`src/rtl/rxo_pkg.sv`:
```
package rxo_pkg;

  // Outstanding-count update: add a request, take one arrived byte, clip at cap.
  function automatic logic [31:0] rxo_next_count(input logic [31:0] cur,
                                                 input logic [31:0] add,
                                                 input logic        take,
                                                 input logic [31:0] cap);
    logic [32:0] sum;
    sum = {1'b0, cur} + {1'b0, add} - 33'(take);
    if (sum > {1'b0, cap}) return cap;
    return sum[31:0];
  endfunction

  // A byte closes the transfer only if it is the last one and nothing is added.
  function automatic logic rxo_is_final(input logic [31:0] cur,
                                        input logic        take,
                                        input logic [31:0] add);
    return take && (cur == 32'd1) && (add == 32'd0);
  endfunction

endpackage

```
`src/rtl/rxo_req_counter.sv`:
```
module rxo_req_counter #(
  parameter int CNT_W = 16
) (
  input  logic             clk,
  input  logic             rst_n,
  input  logic             req_wr,
  input  logic [CNT_W-1:0] req_bytes,
  input  logic             byte_vld,
  output logic [CNT_W-1:0] remaining,
  output logic             final_byte,
  output logic             rx_done
);
  import rxo_pkg::*;

  localparam logic [31:0] CAP = 32'((64'd1 << CNT_W) - 64'd1);

  logic [CNT_W-1:0] rem_q;
  logic [31:0]      add32;

  assign add32      = req_wr ? 32'(req_bytes) : 32'd0;
  assign final_byte = rxo_is_final(32'(rem_q), byte_vld, add32);
  assign remaining  = rem_q;

  always_ff @(posedge clk or negedge rst_n) begin
    if (!rst_n) begin
      rem_q   <= '0;
      rx_done <= 1'b0;
    end else begin
      rem_q   <= CNT_W'(rxo_next_count(32'(rem_q), add32, byte_vld, CAP));
      rx_done <= final_byte;
    end
  end

  // the done pulse never lasts two cycles
  a_r9_single_pulse: assert property (@(posedge clk) disable iff (!rst_n)
    rx_done |=> !rx_done);

  // a nonzero add at the cap keeps the count at the cap
  a_r10_hold_at_cap: assert property (@(posedge clk) disable iff (!rst_n)
    (req_wr && req_bytes != '0 && 32'(rem_q) == CAP) |=> (32'(rem_q) == CAP));

endmodule

```
`src/rtl/rxo_frame_seq.sv`:
```
module rxo_frame_seq (
  input  logic clk,
  input  logic rst_n,
  input  logic work_left,
  input  logic fifo_full,
  input  logic push_busy,
  input  logic byte_vld,
  output logic frame_go,
  output logic in_flight
);

  assign frame_go = !in_flight && work_left && !fifo_full && !push_busy;

  always_ff @(posedge clk or negedge rst_n) begin
    if (!rst_n)        in_flight <= 1'b0;
    else if (frame_go) in_flight <= 1'b1;
    else if (byte_vld) in_flight <= 1'b0;
  end

  // a returned byte always belongs to an open frame
  a_r4_byte_in_frame: assert property (@(posedge clk) disable iff (!rst_n)
    byte_vld |-> in_flight);

  // frames are never requested back to back
  a_r4_no_back_to_back: assert property (@(posedge clk) disable iff (!rst_n)
    frame_go |=> !frame_go);

endmodule

```
`src/rtl/rxo_packer.sv`:
```
module rxo_packer #(
  parameter int BYTE_W     = 8,
  parameter int WORD_BYTES = 4
) (
  input  logic                               clk,
  input  logic                               rst_n,
  input  logic                               byte_vld,
  input  logic [BYTE_W-1:0]                  byte_data,
  input  logic                               final_byte,
  output logic                               fifo_push,
  output logic [WORD_BYTES*BYTE_W-1:0]       fifo_wdata,
  output logic [$clog2(WORD_BYTES+1)-1:0]    bytes_valid
);
  localparam int WORD_W = WORD_BYTES * BYTE_W;
  localparam int BV_W   = $clog2(WORD_BYTES + 1);
  localparam logic [BV_W-1:0] FULL_FILL = BV_W'(WORD_BYTES);

  logic [BV_W-1:0]   fill_q, fill_nx;
  logic [WORD_W-1:0] pack_q, merged;
  logic              word_done;

  generate
    if (WORD_BYTES == 1) begin : g_single
      assign merged = byte_data;
    end else begin : g_shift
      assign merged = (fill_q == '0) ? {{(WORD_W-BYTE_W){1'b0}}, byte_data}
                                     : {pack_q[WORD_W-BYTE_W-1:0], byte_data};
    end
  endgenerate

  assign fill_nx   = fill_q + 1'b1;
  assign word_done = byte_vld && ((fill_nx == FULL_FILL) || final_byte);

  always_ff @(posedge clk or negedge rst_n) begin
    if (!rst_n) begin
      fill_q      <= '0;
      pack_q      <= '0;
      fifo_push   <= 1'b0;
      fifo_wdata  <= '0;
      bytes_valid <= '0;
    end else begin
      fifo_push <= 1'b0;
      if (word_done) begin
        fifo_push   <= 1'b1;
        fifo_wdata  <= merged;
        bytes_valid <= fill_nx;
        fill_q      <= '0;
        pack_q      <= '0;
      end else if (byte_vld) begin
        pack_q <= merged;
        fill_q <= fill_nx;
      end
    end
  end

  // a pushed entry reports between one and a full word of bytes
  a_r5_bv_in_range: assert property (@(posedge clk) disable iff (!rst_n)
    fifo_push |-> (bytes_valid != '0 && bytes_valid <= FULL_FILL));

  // bits above the valid span of a partial entry are zero
  a_r6_pad_zero: assert property (@(posedge clk) disable iff (!rst_n)
    (fifo_push && bytes_valid < FULL_FILL) |->
      ((fifo_wdata >> (32'(bytes_valid) * BYTE_W)) == '0));

  // pushes are separated, one frame per byte takes at least two cycles
  a_r5_push_gap: assert property (@(posedge clk) disable iff (!rst_n)
    fifo_push |=> !fifo_push);

endmodule

```
`src/rtl/rxo_request_engine.sv`:
```
module rxo_request_engine #(
  parameter int CNT_W      = 16,
  parameter int BYTE_W     = 8,
  parameter int WORD_BYTES = 4
) (
  input  logic                            clk,
  input  logic                            rst_n,
  input  logic                            req_wr,
  input  logic [CNT_W-1:0]                req_bytes,
  input  logic                            fifo_full,
  output logic                            frame_go,
  input  logic                            byte_vld,
  input  logic [BYTE_W-1:0]               byte_data,
  output logic                            fifo_push,
  output logic [WORD_BYTES*BYTE_W-1:0]    fifo_wdata,
  output logic [$clog2(WORD_BYTES+1)-1:0] bytes_valid,
  output logic [CNT_W-1:0]                remaining,
  output logic                            rx_done
);
  localparam int BV_W = $clog2(WORD_BYTES + 1);

  logic final_byte;
  logic in_flight;
  logic work_left;

  assign work_left = (remaining != '0);

  rxo_req_counter #(.CNT_W(CNT_W)) u_count (
    .clk        (clk),
    .rst_n      (rst_n),
    .req_wr     (req_wr),
    .req_bytes  (req_bytes),
    .byte_vld   (byte_vld),
    .remaining  (remaining),
    .final_byte (final_byte),
    .rx_done    (rx_done)
  );

  rxo_frame_seq u_seq (
    .clk       (clk),
    .rst_n     (rst_n),
    .work_left (work_left),
    .fifo_full (fifo_full),
    .push_busy (fifo_push),
    .byte_vld  (byte_vld),
    .frame_go  (frame_go),
    .in_flight (in_flight)
  );

  rxo_packer #(.BYTE_W(BYTE_W), .WORD_BYTES(WORD_BYTES)) u_pack (
    .clk         (clk),
    .rst_n       (rst_n),
    .byte_vld    (byte_vld),
    .byte_data   (byte_data),
    .final_byte  (final_byte),
    .fifo_push   (fifo_push),
    .fifo_wdata  (fifo_wdata),
    .bytes_valid (bytes_valid)
  );

  // the FIFO is never written while it reports full
  a_r7_no_push_when_full: assert property (@(posedge clk) disable iff (!rst_n)
    fifo_push |-> !fifo_full);

  // done coincides with the closing push and an empty count
  a_r9_done_with_push: assert property (@(posedge clk) disable iff (!rst_n)
    rx_done |-> (fifo_push && remaining == '0));

  // every push that does not close the transfer is a whole word
  a_r5_whole_unless_final: assert property (@(posedge clk) disable iff (!rst_n)
    (fifo_push && !rx_done) |-> (bytes_valid == BV_W'(WORD_BYTES)));

  // no frame is requested while a byte is outstanding
  a_r4_single_outstanding: assert property (@(posedge clk) disable iff (!rst_n)
    (in_flight && !byte_vld) |-> !frame_go);

endmodule

```
`config.mk`:
```
export PLATFORM = sky130hd
export DESIGN_NAME = rxo_request_engine
export DESIGN_NICKNAME = d
export VERILOG_FILES = /design/src/rtl/rxo_pkg.sv /design/src/rtl/rxo_req_counter.sv /design/src/rtl/rxo_frame_seq.sv /design/src/rtl/rxo_packer.sv /design/src/rtl/rxo_request_engine.sv
export SDC_FILE = /design/constraint.sdc
export NUM_CORES = 1
export LEC_CHECK = 0
export ABC_AREA = 1
export ABC_CLOCK_PERIOD_IN_PS = 2800
export BUFFER_PORTS_ARGS = -buffer_cell sky130_fd_sc_hd__buf_2
export CORE_UTILIZATION = 36
export DETAILED_ROUTE_END_ITERATION = 10
export GPL_TIMING_DRIVEN = 1
export MAX_ROUTING_LAYER = met4
export PLACE_DENSITY_LB_ADDON = 0.15
export SLEW_MARGIN = 30
export SYNTH_ARGS = -nofsm -noshare
export SYNTH_HDL_FRONTEND = slang
export SYNTH_SLANG_ARGS = --single-unit
```
`constraint.sdc`:
```
create_clock -name clk -period 2.8 [get_ports clk]
set_input_delay 0.14 -clock clk [delete_from_list [all_inputs] [get_ports clk]]
set_output_delay 0.14 -clock clk [all_outputs]
set_load 0.1 [all_outputs]
```
==> results.yml <==
outcome:
  status: "finished clean"
run:
  maxCapViolCount: 0
grt:
  grt_max_degree: 46
  grt_pass1_wl_um: 22300
  grt_remaining_overflow: 0
  grt_pass1_vias: 4602
  antenna_found_initial: 0
  grt_usage_pct: 20.0
sta:
  finClkSkew_ns: 0.00730
  setup_violations: 0
  fin_tns_setup_ns: 0
  slew_violations: 0
  clock.fmax_mhz: 376
  rsz0062_at_grt: "yes"
  slew_headroom_pct: 61.3
  fin_crit_ns: 2.66
  finalHoldViolations: 0
  worst_slew_pin_slew_ns: 0.578
  fin_crit_sh_pct: 95.0
layout:
  antenna_cells: 0
  layout_commonest_cell: "nand2_1"
  most-common-layout-cells: "nand2_1 (261), inv_1 (119), buf_2 (81)"
  nets: 886
  drive_gt1_share_pct: 20.6
  area_delta_synth_final_pct: 23.1
clocking:
  cts_tree: "done"
  cts_buffers: 9
  clkLatencyLatePin_ns: 0.34
  htreeDepth: 3
  clk_pin_slew_ns: 0.06
  clock_path_buffers: 2
  root_buffer: "clkbuf_16"
  clock_sinks: 81
placed_design:
  io_buffer_count: 82
  place_hpwl_um: 10200
  gp_congestion: 0.940
critical_path:
  crit_arrival_ns: 2.88
  crit_top_cell: "nand2_2"
  crit_fanout: 7
  setup.worst_path.end: "u_count.remaining[12]"
  crit_chain: "inv_4, ha_4, inv_2, ha_4, fa_2, nand2_2, nand2_2, nand3_2, nand2_2, a31oi_1, ha_1, inv_1, nor2_1, inv_1, nor2_4, clkbuf_16, nand3_1"
  cp-start-kind: "flip-flop"
  cpMaxStageDelayCell: "dfrtp_4"
  r2r-start: "u_count.remaining[0]"
  worstReg2RegEnd: "u_count.remaining[12]"
  cp.required_ns: 3.02
  cpPeakStageDelay_ns: 0.44
  cp-end-kind: "flip-flop"
  worstSetupPathType: "flip-flop to flip-flop"
  ff2ff_setup_slack_ns: 0.14
  r2r_cells: 17
  cp-startpoint: "u_count.remaining[0]"
synth:
  synth-simple-area-share_pct: 36.4
  yosysWarnings: 0
  synth_compound_area_share_pct: 1.49
  synthesis.nets: 789
  synth_top_family_by_area: "simple AND/OR/NAND/NOR gates"
  synthAdderAreaFrac_pct: 9.18
  synthFlopType: "dfrtp_1"
  synthXorXnorAreaFrac_pct: 1.37
  synth.distinct_cells: 32
  synth.ff_latch_count: 81
  syn_inst: 723
  synthArstFlopShare_pct: 100
  synth_edf_count: 0
  post_synth_mux_area_share_pct: 0
  synth.avg_cell_area_um2: 7.09
  yosysSeqAreaShare_pct: 39.5
  synth_area_um2: 5130
routing:
  vias_per_cell: 4.75
  wire_per_inst_um: 13.6
  drcViolationCount: 0
  drtIter0Drc: 306
  routed_wl_um: 13700
  vias: 4777
  drt_pass1_iterations: 4
  ant_nets: 0
floorplanning:
  start_util_pct: 36.9
  die_w_um: 121
  die_y_um: 121
  io_pins: 83
  fp-row-count: 43
  dieArea_um2: 14700
  core-area_um2: 13900
hold_path:
  hold_class: "input pin to flip-flop"
state kept, by name, indices dropped and copies added, names as in the netlist:
signal and cells:
u_pack.fifo_wdata 32, u_pack.pack_q 24, u_pack.fill_q 3, u_pack.bytes_valid 3, u_seq.in_flight 1, u_count.rx_done 1
u_count.remaining 16, u_pack.fifo_push 1
worst min-delay path by stage:
| stage | from | endpoint | slack, ns | depth (start not counted) |
|---|---|---|---|---|
| detailed placement | rst_n | u_pack.fifo_wdata[31] | 0.15 | 1 |
| floorplan | rst_n | u_count.remaining[10] | -0.16 | 0 |
| global placement | rst_n | u_pack.fifo_wdata[31] | 0.15 | 1 |
| global route | byte_data[6] | u_pack.fifo_wdata[6] | 0.01 | 3 |
| CTS | byte_data[0] | u_pack.fifo_wdata[0] | 0.002 | 3 |
| finish | byte_data[5] | u_pack.fifo_wdata[5] | 0.009 | 3 |
metal layers:
metal | GRT usage, % | vias to the layer above | wire [um]
met4 | 8.02 | 0 | 302
met1 | 27.7 | 2241 | 6750
met5 | - | - | 0
met3 | 3.15 | 18 | 490
met2 | 28.9 | 97 | 6130
li1 | - | 2421 | -
stage by stage:
| stage | cell area, um^2 | worst slack (ns) | utilization (%) | hold slack, ns | instances |
|---|---|---|---|---|---|
| 2_1_floorplan | 5150 | 0.0414 | - | -0.156 | 723 |
| 5_1_grt | 6310 | -0.0201 | 45.5 | 0.0130 | 1005 |
| 3_3_place_gp | 5850 | 0.0533 | 42.1 | 0.150 | 983 |
| 3_5_place_dp | 5850 | 0.0407 | 42.1 | 0.152 | 983 |
| 4_1_cts | 6190 | 0.0738 | 44.6 | 0.00241 | 1000 |
| 6_report | 6310 | 0.141 | 45.5 | 0.00864 | 1005 |
synth_stat cells, types with 2 or more instances:
| master | count | area, um^2 |
|---|---|---|
| buf_1 | 4 | 15.0 |
| or2_2 | 2 | 12.5 |
| nor3_1 | 6 | 30.0 |
| nand4_1 | 8 | 50.1 |
| buf_6 | 6 | 67.6 |
| nor2_1 | 46 | 173 |
| nand3_1 | 81 | 405 |
| nand2_1 | 264 | 991 |
| inv_2 | 2 | 7.51 |
| buf_2 | 9 | 45.0 |
| nand2_2 | 7 | 43.8 |
| xor2_1 | 2 | 17.5 |
| ha_1 | 36 | 450 |
| dfrtp_1 | 81 | 2030 |
| a21oi_1 | 9 | 45.0 |
| xnor2_1 | 6 | 52.6 |
| clkbuf_1 | 5 | 18.8 |
| inv_1 | 121 | 454 |
| nand3b_1 | 15 | 113 |
worst max-delay path, delay by kind of cell (launching register included):
family | cells | cell delay, ns
flops | 1 | 0.44
simple gates | 7 | 0.62
buf+inv | 5 | 0.38
fa+ha+maj | 4 | 0.91
compound gates | 1 | 0.18
timing repair:
| action | in CTS | in global routing |
|---|---|---|
| gates resized for setup | 0 | 15 |
| hold buffers | 1 | 0 |
| endpoints found under the hold margin | 34 | 0 |
| setup endpoints to repair | 0 | 16 |
| buffers inserted | 0 | 4 |
kinds of logic after synthesis:
family,after synthesis
adders and majority gates,37
xor gates and xnor gates,8
buffers and inverters,148
and+or+nand+nor,435
DFF,81
AOI/OAI and AO/OA,14
layout make-up:
class / count / area (um^2)
clock buffers: 11 / 253
clock inverters: 5 / 86.3
fillers: 1465 / 7570
inverters: 123 / 464
multi-input cells: 494 / 2540
flip-flops and latches: 81 / 2050
well taps: 180 / 225
repair buffers: 111 / 688
Power is not shown: default switching activity piles up to over one toggle a cycle in this logic, so the estimate is an artifact.
